--- src/rtl/wdt_pkg.sv ---
package wdt_pkg;

  typedef enum logic {
    WDT_LEVEL = 1'b0,
    WDT_PULSE = 1'b1
  } wdt_mode_e;

endpackage

--- src/rtl/wdt_edge_sync.sv ---
module wdt_edge_sync (
  input  logic clk,
  input  logic rst_n,
  input  logic wdi,
  output logic edge_seen
);

  logic meta_q, sync_q, hist_q;

  always_ff @(posedge clk or negedge rst_n) begin
    if (!rst_n) begin
      meta_q <= 1'b0;
      sync_q <= 1'b0;
      hist_q <= 1'b0;
    end else begin
      meta_q <= wdi;
      sync_q <= meta_q;
      hist_q <= sync_q;
    end
  end

  assign edge_seen = sync_q ^ hist_q;

endmodule

--- src/rtl/wdt_idle_timer.sv ---
module wdt_idle_timer #(
  parameter int unsigned TIMEOUT_CYC = 61_750_000
) (
  input  logic clk,
  input  logic rst_n,
  input  logic clear,
  output logic expire
);

  localparam int unsigned CNT_W = (TIMEOUT_CYC > 1) ? $clog2(TIMEOUT_CYC) : 1;
  localparam logic [CNT_W-1:0] LAST = CNT_W'(TIMEOUT_CYC - 1);

  logic [CNT_W-1:0] cnt_q, cnt_d;

  always_comb begin
    expire = 1'b0;
    cnt_d  = cnt_q + 1'b1;
    if (clear) begin
      cnt_d = '0;
    end else if (cnt_q == LAST) begin
      expire = 1'b1;
      cnt_d  = '0;
    end
  end

  always_ff @(posedge clk or negedge rst_n) begin
    if (!rst_n) cnt_q <= '0;
    else        cnt_q <= cnt_d;
  end

  assert_count_bound_R3: assert property (@(posedge clk) disable iff (!rst_n)
    cnt_q <= LAST);

  assert_clear_restarts_R2: assert property (@(posedge clk) disable iff (!rst_n)
    clear |=> (cnt_q == '0));

endmodule

--- src/rtl/wdt_pulse_gen.sv ---
module wdt_pulse_gen #(
  parameter int unsigned RST_CYC = 10_000_000
) (
  input  logic clk,
  input  logic rst_n,
  input  logic trigger,
  output logic pulse
);

  localparam int unsigned PW = (RST_CYC > 1) ? $clog2(RST_CYC) : 1;
  localparam logic [PW-1:0] PLAST = PW'(RST_CYC - 1);

  logic [PW-1:0] pcnt_q, pcnt_d;
  logic          act_q, act_d;

  always_comb begin
    act_d  = act_q;
    pcnt_d = pcnt_q;
    if (act_q) begin
      if (pcnt_q == PLAST) begin
        act_d  = 1'b0;
        pcnt_d = '0;
      end else begin
        pcnt_d = pcnt_q + 1'b1;
      end
    end else if (trigger) begin
      act_d  = 1'b1;
      pcnt_d = '0;
    end
  end

  always_ff @(posedge clk or negedge rst_n) begin
    if (!rst_n) begin
      act_q  <= 1'b0;
      pcnt_q <= '0;
    end else begin
      act_q  <= act_d;
      pcnt_q <= pcnt_d;
    end
  end

  assign pulse = act_q;

  assert_pulse_count_bound_R6: assert property (@(posedge clk) disable iff (!rst_n)
    pcnt_q <= PLAST);

  assert_pulse_has_cause_R6: assert property (@(posedge clk) disable iff (!rst_n)
    $rose(act_q) |-> $past(trigger));

endmodule

--- src/rtl/wdt_transition.sv ---
module wdt_transition
  import wdt_pkg::*;
#(
  parameter wdt_mode_e   MODE        = WDT_LEVEL,
  parameter int unsigned TIMEOUT_CYC = 61_750_000,
  parameter int unsigned RST_CYC     = 10_000_000
) (
  input  logic clk,
  input  logic rst_n,
  input  logic wdi,
  input  logic reset_active,
  input  logic backup_mode,
  input  logic wdi_float,
  output logic wdo_n,
  output logic rst_req
);

  logic edge_seen, disabled, clear, expire, own_req;

  assign disabled = backup_mode | wdi_float;
  assign clear    = edge_seen | reset_active | disabled | own_req;

  wdt_edge_sync u_sync (
    .clk       (clk),
    .rst_n     (rst_n),
    .wdi       (wdi),
    .edge_seen (edge_seen)
  );

  wdt_idle_timer #(.TIMEOUT_CYC(TIMEOUT_CYC)) u_timer (
    .clk    (clk),
    .rst_n  (rst_n),
    .clear  (clear),
    .expire (expire)
  );

  generate
    if (MODE == WDT_PULSE) begin : g_pulse
      wdt_pulse_gen #(.RST_CYC(RST_CYC)) u_pulse (
        .clk     (clk),
        .rst_n   (rst_n),
        .trigger (expire),
        .pulse   (own_req)
      );
      assign wdo_n   = 1'b1;
      assign rst_req = own_req;
    end else begin : g_level
      logic flag_q, flag_d;

      always_comb begin
        flag_d = flag_q;
        if (clear)       flag_d = 1'b1;
        else if (expire) flag_d = 1'b0;
      end

      always_ff @(posedge clk or negedge rst_n) begin
        if (!rst_n) flag_q <= 1'b1;
        else        flag_q <= flag_d;
      end

      assign own_req = 1'b0;
      assign wdo_n   = flag_q;
      assign rst_req = 1'b0;

      assert_sysreset_releases_R4: assert property (@(posedge clk) disable iff (!rst_n)
        reset_active |=> wdo_n);

      assert_disabled_high_R8: assert property (@(posedge clk) disable iff (!rst_n)
        disabled |=> wdo_n);

      assert_level_no_req_R6: assert property (@(posedge clk) disable iff (!rst_n)
        !rst_req);
    end
  endgenerate

endmodule

--- config.mk ---
export PLATFORM = sky130hd
export DESIGN_NAME = wdt_transition
export DESIGN_NICKNAME = d
export VERILOG_FILES = /design/src/rtl/wdt_pkg.sv /design/src/rtl/wdt_edge_sync.sv /design/src/rtl/wdt_idle_timer.sv /design/src/rtl/wdt_pulse_gen.sv /design/src/rtl/wdt_transition.sv
export SDC_FILE = /design/constraint.sdc
export NUM_CORES = 1
export LEC_CHECK = 0
export ABC_AREA = 0
export CORE_ASPECT_RATIO = 0.6
export CORE_MARGIN = 2
export CORE_UTILIZATION = 52
export DETAILED_ROUTE_END_ITERATION = 12
export PLACE_DENSITY = 0.74
export SETUP_SLACK_MARGIN = 0.1
export SLEW_MARGIN = 20
export SYNTH_ARGS = -nofsm -noshare
export SYNTH_HDL_FRONTEND = slang
export SYNTH_SLANG_ARGS = --single-unit
export TNS_END_PERCENT = 100
--- constraint.sdc ---
create_clock -name clk -period 2.1 [get_ports clk]
set_input_delay 0.42 -clock clk [delete_from_list [all_inputs] [get_ports clk]]
set_output_delay 0.42 -clock clk [all_outputs]
set_load 0.02 [all_outputs]
==> results.txt, run 1 <==
----------------------------------------------------
[Worst setup path]
  Kind of launch point of the worst setup path ... register
  Worst Path Max Fanout ... 7
  CP endpoint kind ... register
  Setup slack, reg-to-reg ... -0.01 ns
  Arrival time of the worst setup path ... approximately 2.3 ns
  Worst EP required ... approximately 2.2 ns
  WS Path Type ... register to register

[Global routing]
  Antenna violations before repair ... 0
  Largest net degree at the start of global routing ... 31
  Overflow left after global routing ... 0
  Global-route wire length before repair ... 5313 um
  Via count of the first global-routing pass ... 1110
  Overall global routing resource usage ... 22.38%

[Synth]
  Largest cells by area after synthesis ... sky130_fd_sc_hd__dfrtp_1, sky130_fd_sc_hd__xnor2_1, sky130_fd_sc_hd__nor2_1
  Post-Syn Area per Cell ... slightly above 10 sq um
  Cell Area, Synth ... approximately 1500 sq um
  Count of mapped cells out of synthesis ... roughly 150
  FF+latch count, synth ... 30
  Post-synthesis cell type count ... 29
  Count of flip-flops with a built-in enable after synthesis ... 0
  Share of synthesized flip-flops with an asynchronous set or reset ... 100.0%
  Synthesized Nets ... ~150
  Most frequently used flop master after synthesis ... sky130_fd_sc_hd__dfrtp_1
  Share of the yosys chip area belonging to registers ... between 50% and 60%
  Share of the synthesized area in the top cell type ... between 40% and 50%
  Cell taking the most area after synthesis ... sky130_fd_sc_hd__dfrtp_1
  Count of warnings emitted by yosys ... 0

[Power]
  Clock Power Share ... a little over two fifths
  P_int ... 0.0008641 W
  Register share of total power ... 53.1%
  Standby leakage power ... around 0.67 nW
  Switching share of power ... 21.46%
  Part of the power in combinational logic ... between 3 and 4%
  Power density over the cells ... 605.2 nW/um^2
  Switching component of the power ... between 0.0002 and 0.00025 W
  Worst supply voltage drop on vdd ... 0.0003630 V

[Detailed routing]
  Total vias in the final route ... 1248
  WL per Instance ... between 15 and 20 um
  Iteration-0 DRC count of the detailed router ... around 120
  Routed WL ... between 3000 and 4000 um
  Via/cell ratio ... between 6 and 7
  Number of design rule violations left after detail routing ... 0
  TritonRoute pass-1 iters ... 4
  Detail Route Antenna Nets ... 0

[STA]
  Count of final hold-check violations ... 0
  Clock period minus worst slack ... around 2.1 ns
  Final Max Tran Viols ... 0
  Final setup violation count ... 1
  Unrepaired setup endpoints after global routing ... true
  Achievable Freq ... 473.6 MHz
  Fin Setup TNS ... -0.01140 ns
  Crit share post-route ... 100.5%
  Post-route clock skew ... 0.01030 ns
  Setup WS post-layout ... -0.01140 ns

[Place]
  Number of buffer cells added on primary ports ... 6
  Placed Area ... ~1600 sq um
  Post-DP HPWL ... 2210 um
  GPL Wtd Cong ... 0.8283

[Run]
  Max Cap Violations ... 0

[Floorplan]
  Ports placed on the boundary ... 8
  Chip height ... between 40 and 50 um
  Full die area ... around 3300 sq um
  Die Span X ... roughly 73 um
  Core Footprint ... about 2600 sq um
  Site row count ... 14
  Effective utilization at floorplan ... approximately 57%

[Min path]
  Type of the most critical hold path ... register to register

[Final layout]
  Net count of the finished layout ... ~180
  Share of post-route cells with drive strength above 1 ... between 20 and 25%
  Design area ... 1818 sq um
  Final antenna diode count ... 0
  Area Overhead vs Synth ... 22.62%

[Status]
  Status ... complete, but fails checks
  Violations in the final reports ... setup timing

[CTS]
  TritonCTS sink count ... 30
  Clock tree from TritonCTS ... built
  Num CTS Buffers ... 5
  Worst-Skew Late Latency ... roughly 0.28 ns
  Bufs on Longest Clock Path ... 2
  Clock-pin slew reported for the worst setup and hold paths after clock tree synthesis ... ~0.070 ns
  Total number of H-tree levels ... 2
  Clock tree root buffer cell ... sky130_fd_sc_hd__clkbuf_8

----------------------------------------------------
## synth_stat cells (all sizes together), types with 5 or more instances
| master | number |
|---|---|
| nor2 | 19 |
| xnor2 | 11 |
| a21oi | 9 |
| or3 | 5 |
| or4 | 9 |
| dfrtp | 29 |
| nand4 | 6 |
| nand3 | 8 |
| xor2 | 5 |
| nand2 | 9 |
| o31ai | 6 |
## power by group through the flow
stage / registers (W) / clock network [W] / logic, W
floorplan: 0.000594 / 0 / 0.0000128
global placement: 0.000594 / 0 / 0.0000347
detailed placement: 0.000595 / 0 / 0.0000357
CTS: 0.000584 / 0.000479 / 0.0000408
global route: 0.000585 / 0.000500 / 0.0000475
finish: 0.000584 / 0.000474 / 0.0000426
## cells by family after synthesis
family | count (synthesis) | synth area share, %
AND/OR/NAND/NOR | 69 | 25.40
flip-flops | 30 | 50.72
AO/OA/AOI/OAI | 20 | 9.535
XOR/XNOR | 16 | 9.451
buffers and inverters | 10 | 3.797
adder cells (fa/ha/maj) | 1 | 0.8437
other | 1 | 0.2529
## registers in the layout, summed over array words and instances, names as in the netlist
| name | flops |
|---|---|
| u_sync.hist_q | 1 |
| u_sync.meta_q | 1 |
| u_sync.sync_q | 1 |
| u_timer.cnt_q | 26 |
| wdo_n | 1 |
## area by class of cell
cell class / instances / area (sq um)
Fill cell: 201 / 792.0
Sequential cell: 30 / 752.0
Multi-Input combinational cell: 107 / 713.2
Timing Repair Buffer: 23 / 206.4
Clock buffer: 7 / 86.33
Tap cell: 32 / 40.04
Inverter: 4 / 15.01
Clock inverter: 1 / 5.005
## cell usage in the layout (no fill, tap or decap), types with 2 or more instances in the layout
| cell type | instances |
|---|---|
| sky130_fd_sc_hd__and4_1 | 2 |
| sky130_fd_sc_hd__nor2_2 | 5 |
| sky130_fd_sc_hd__or3_1 | 5 |
| sky130_fd_sc_hd__a21oi_2 | 7 |
| sky130_fd_sc_hd__xor2_1 | 5 |
| sky130_fd_sc_hd__buf_6 | 3 |
| sky130_fd_sc_hd__o31ai_1 | 6 |
| sky130_fd_sc_hd__o21ai_0 | 3 |
| sky130_fd_sc_hd__nand2_1 | 9 |
| sky130_fd_sc_hd__nand3_1 | 8 |
| sky130_fd_sc_hd__nor3_1 | 3 |
| sky130_fd_sc_hd__a21oi_1 | 2 |
| sky130_fd_sc_hd__buf_4 | 13 |
| sky130_fd_sc_hd__or4_1 | 8 |
| sky130_fd_sc_hd__inv_1 | 4 |
| sky130_fd_sc_hd__clkdlybuf4s50_1 | 6 |
| sky130_fd_sc_hd__xnor2_1 | 11 |
| sky130_fd_sc_hd__nand4_1 | 6 |
| sky130_fd_sc_hd__dfrtp_1 | 29 |
| sky130_fd_sc_hd__nor2_1 | 14 |
| sky130_fd_sc_hd__clkbuf_8 | 6 |
| sky130_fd_sc_hd__nor4_1 | 4 |
## per-stage QoR
step | total power (W) | cells | utilization [%] | setup WS (ns) | hold slack, ns
2_1_floorplan | 0.0006069 | 147 | - | -0.04672 | 0.1244
3_3_place_gp | 0.0006290 | 192 | 62.80 | 0.02360 | 0.3434
3_5_place_dp | 0.0006305 | 192 | 62.80 | -0.01880 | 0.3667
4_1_cts | 0.001104 | 204 | 68.60 | 0.02407 | 0.3947
5_1_grt | 0.001132 | 204 | 69.65 | -0.08658 | 0.3975
6_report | 0.001100 | 204 | 69.65 | -0.01140 | 0.3840
## worst max-delay path: stages, from the launching register on
cell and delay, ns:
sky130_fd_sc_hd__dfrtp_1 0.40, sky130_fd_sc_hd__or4_1 0.52, sky130_fd_sc_hd__or4_4 0.46, sky130_fd_sc_hd__o41ai_4 0.23
sky130_fd_sc_hd__buf_6 0.18, sky130_fd_sc_hd__buf_8 0.14, sky130_fd_sc_hd__a21oi_1 0.05
## path summary, 6_finish.rpt
check | start | endpoint | cells past startpoint
worst min register to register | u_sync.meta_q$_DFF_PN0_ | u_sync.sync_q$_DFF_PN0_ | 0
worst max register to register | u_timer.cnt_q[15]$_DFF_PN0_ | u_timer.cnt_q[23]$_DFF_PN0_ | 6
worst max-delay path | u_timer.cnt_q[15]$_DFF_PN0_ | u_timer.cnt_q[23]$_DFF_PN0_ | 6
worst min-delay path | u_sync.meta_q$_DFF_PN0_ | u_sync.sync_q$_DFF_PN0_ | 0
max in group asynchronous | rst_n | wdo_n$_DFFE_PN1P_ | 2
min in group asynchronous | rst_n | u_timer.cnt_q[0]$_DFF_PN0_ | 2
## repair_timing
item,CTS,global route
hold endpoints to repair,0,0
cloned,2,0
hold buffers,0,0
resized for setup,11,8
setup endpoints to repair,26,26
buffers inserted,2,0
pin swaps,7,0
## layer usage
layer | vias to the layer above | track usage, % | wire, um
met1 | 623 | 31.23 | 1643
met2 | 44 | 33.27 | 1495
met5 | - | 0 | 0
met4 | 0 | 7.778 | 27
li1 | 576 | - | -
met3 | 5 | 7.143 | 217
Note: power is estimated with default switching activity, not from simulation.
==> inputs of run 2 (changes only) <==
CELL_PAD_IN_SITES_DETAIL_PLACEMENT = 1   (was not set)
CELL_PAD_IN_SITES_GLOBAL_PLACEMENT = 2   (was not set)
CORE_UTILIZATION = 34   (was 52)
PLACE_DENSITY = 0.73   (was 0.74)
SETUP_SLACK_MARGIN = 0.5   (was 0.1)
TNS_END_PERCENT = not set   (was 100)
==> results.txt, run 2 (synthesized netlist as in run 1, its figures left out) <==
----------------------------------------------------
[Detailed routing]
  TritonRoute pass-1 iters ... 4
  Detail Route Antenna Nets ... 0
  Routed WL ... 3808 um
  Iteration-0 DRC count of the detailed router ... 33
  Number of design rule violations left after detail routing ... 0
  Via/cell ratio ... 5.218
  WL per Instance ... around 16 um
  Total vias in the final route ... 1221

[STA]
  Achievable Freq ... approximately 480 MHz
  Setup WS post-layout ... -0.001544 ns
  Final Max Tran Viols ... 0
  Clock period minus worst slack ... roughly 2.1 ns
  Final setup violation count ... 2
  Count of final hold-check violations ... 0
  Post-route clock skew ... about 0.0057 ns
  Unrepaired setup endpoints after global routing ... true
  Fin Setup TNS ... -0.001648 ns
  Crit share post-route ... 100.1%

[Min path]
  Type of the most critical hold path ... register to register
  Min-delay src ... u_sync.meta_q$_DFF_PN0_

[CTS]
  TritonCTS sink count ... 30
  Clock tree from TritonCTS ... built
  Total number of H-tree levels ... 2
  Clock-pin slew reported for the worst setup and hold paths after clock tree synthesis ... roughly 0.07 ns
  Bufs on Longest Clock Path ... 2
  Clock tree root buffer cell ... sky130_fd_sc_hd__clkbuf_8
  Num CTS Buffers ... 5
  Worst-Skew Late Latency ... between 0.2 and 0.3 ns

[Final layout]
  Combined flip-flop and latch cell area ... between 700 and 800 sq um
  Number of flip-flops under the largest register name ... 26
  Largest Register ... u_timer.cnt_q
  Area Overhead vs Synth ... 26.41%
  Count of filler cells inserted in the layout ... between 400 and 500
  Area occupied by multi-input gates ... 726.9 sq um
  Net count of the finished layout ... 180
  Commonest cells after routing, fill and taps aside ... sky130_fd_sc_hd__dfrtp_1, sky130_fd_sc_hd__nor2_1, sky130_fd_sc_hd__buf_4, sky130_fd_sc_hd__xnor2_1, sky130_fd_sc_hd__nand2_1
  Most common library cell in the layout ignoring fill and taps ... sky130_fd_sc_hd__dfrtp_1
  Share of post-route cells with drive strength above 1 ... approximately 24%
  Final antenna diode count ... 0

[Worst setup path]
  Kind of launch point of the worst setup path ... register
  Longest individual stage delay on the worst path ... around 0.53 ns
  Worst EP required ... between 2 and 2.5 ns
  Cell-by-cell trace of the critical path ... or4_4 > or4_4 > o41ai_4 > buf_4 > buf_6 > a21oi_2
  WS Path Type ... register to register
  Arrival time of the worst setup path ... approximately 2.3 ns
  Slowest cell on crit path ... sky130_fd_sc_hd__or4_4
  Worst Path Max Fanout ... 7
  Most used cell, CP ... sky130_fd_sc_hd__or4_4
  Launching instance or port of the critical path ... u_timer.cnt_q[15]$_DFF_PN0_
  Cell family contributing the most delay on the critical path ... simple AND/OR/NAND/NOR gates
  CP endpoint kind ... register
  Buf/Inv on CP ... 2
  Worst R2R Start ... u_timer.cnt_q[15]$_DFF_PN0_

[Power]
  Worst supply voltage drop on vdd ... roughly 0.00025 V
  Power density over the cells ... approximately 590 nW/um^2
  Standby leakage power ... between 0.6 and 0.7 nW
  Power consumption ... 0.001111 W

[Floorplan]
  Site row count ... 18
  Die Span X ... approximately 89 um
  Core Footprint ... 4144 sq um
  Effective utilization at floorplan ... between 30 and 40%
  Chip height ... 55.15 um
  Ports placed on the boundary ... 8
  Full die area ... approximately 4900 sq um

[Place]
  Post-DP HPWL ... about 2700 um
  GPL Wtd Cong ... a little over 0.7
  Number of buffer cells added on primary ports ... 6

[Run]
  Max Cap Violations ... 0

[Global routing]
  Largest net degree at the start of global routing ... 31
  Global-route wire length before repair ... approximately 6000 um
  Antenna violations before repair ... 0
  Overall global routing resource usage ... around 18%
  Via count of the first global-routing pass ... between 1000 and 1500
  Overflow left after global routing ... 0

[Status]
  Violations in the final reports ... setup timing
  Status ... complete, but fails checks

----------------------------------------------------
[run 2: worst paths after layout]
path / end / cells past startpoint / slack (ns)
max: u_timer.cnt_q[18]$_DFF_PN0_ / 6 / -0.002
min: u_sync.sync_q$_DFF_PN0_ / 0 / 0.36
max reg2reg: u_timer.cnt_q[18]$_DFF_PN0_ / 6 / -0.002
min reg2reg: u_sync.sync_q$_DFF_PN0_ / 0 / 0.36
max in group asynchronous: wdo_n$_DFFE_PN1P_ / 2 / 1.25
min in group asynchronous: u_timer.cnt_q[11]$_DFF_PN0_ / 2 / 0.52
[run 2: worst reg2reg max path, stage by stage (launching register included)]
cell,delay [ns]
sky130_fd_sc_hd__dfrtp_1,0.41
sky130_fd_sc_hd__or4_4,0.53
sky130_fd_sc_hd__or4_4,0.45
sky130_fd_sc_hd__o41ai_4,0.20
sky130_fd_sc_hd__buf_4,0.19
sky130_fd_sc_hd__buf_6,0.15
sky130_fd_sc_hd__a21oi_2,0.05
[run 2: per-layer routing]
metal | global-route usage, % | vias to the layer above | wire length (um)
met5 | 0 | - | 0
met4 | 7.214 | 0 | 57
met3 | 7.270 | 7 | 183
met2 | 27.28 | 20 | 1691
met1 | 22.36 | 613 | 1875
li1 | - | 581 | -
[run 2: power breakdown]
part | switching [W] | total (W) | internal (W)
Clock | 0.000220 | 0.000484 | 0.000264
Combinational | 0.0000248 | 0.0000432 | 0.0000184
Sequential | 0.00000212 | 0.000584 | 0.000582
[run 2: area by class of cell]
| class | instances | share of cell area (%) |
|---|---|---|
| clock buffers | 7 | 4.606 |
| well taps | 60 | 4.005 |
| clock inverters | 1 | 0.2670 |
| flip-flops and latches | 30 | 40.12 |
| repair buffers | 25 | 11.42 |
| inverters | 4 | 0.8011 |
| multi-input cells | 107 | 38.78 |
[run 2: per-stage QoR]
step / hold slack (ns) / worst slack, ns / instance area, sq um / cells / util, %
global route: 0.3688 / -0.05895 / 1874 / 234 / 45.23
finish: 0.3599 / -0.001544 / 1874 / 234 / 45.23
global placement: 0.3430 / 0.007144 / 1697 / 223 / 40.94
floorplan: 0.1244 / -0.04672 / 1483 / 147 / -
CTS: 0.3618 / 0.01118 / 1836 / 232 / 44.29
detailed placement: 0.3394 / -0.03495 / 1697 / 223 / 40.94
[run 2: repair_timing]
action,CTS,global route
gates resized for setup,12,8
gates cloned,0,1
setup endpoints to repair,28,28
hold buffers,0,0
pin swaps,3,0
setup buffers,1,1
endpoints found under the hold margin,0,0
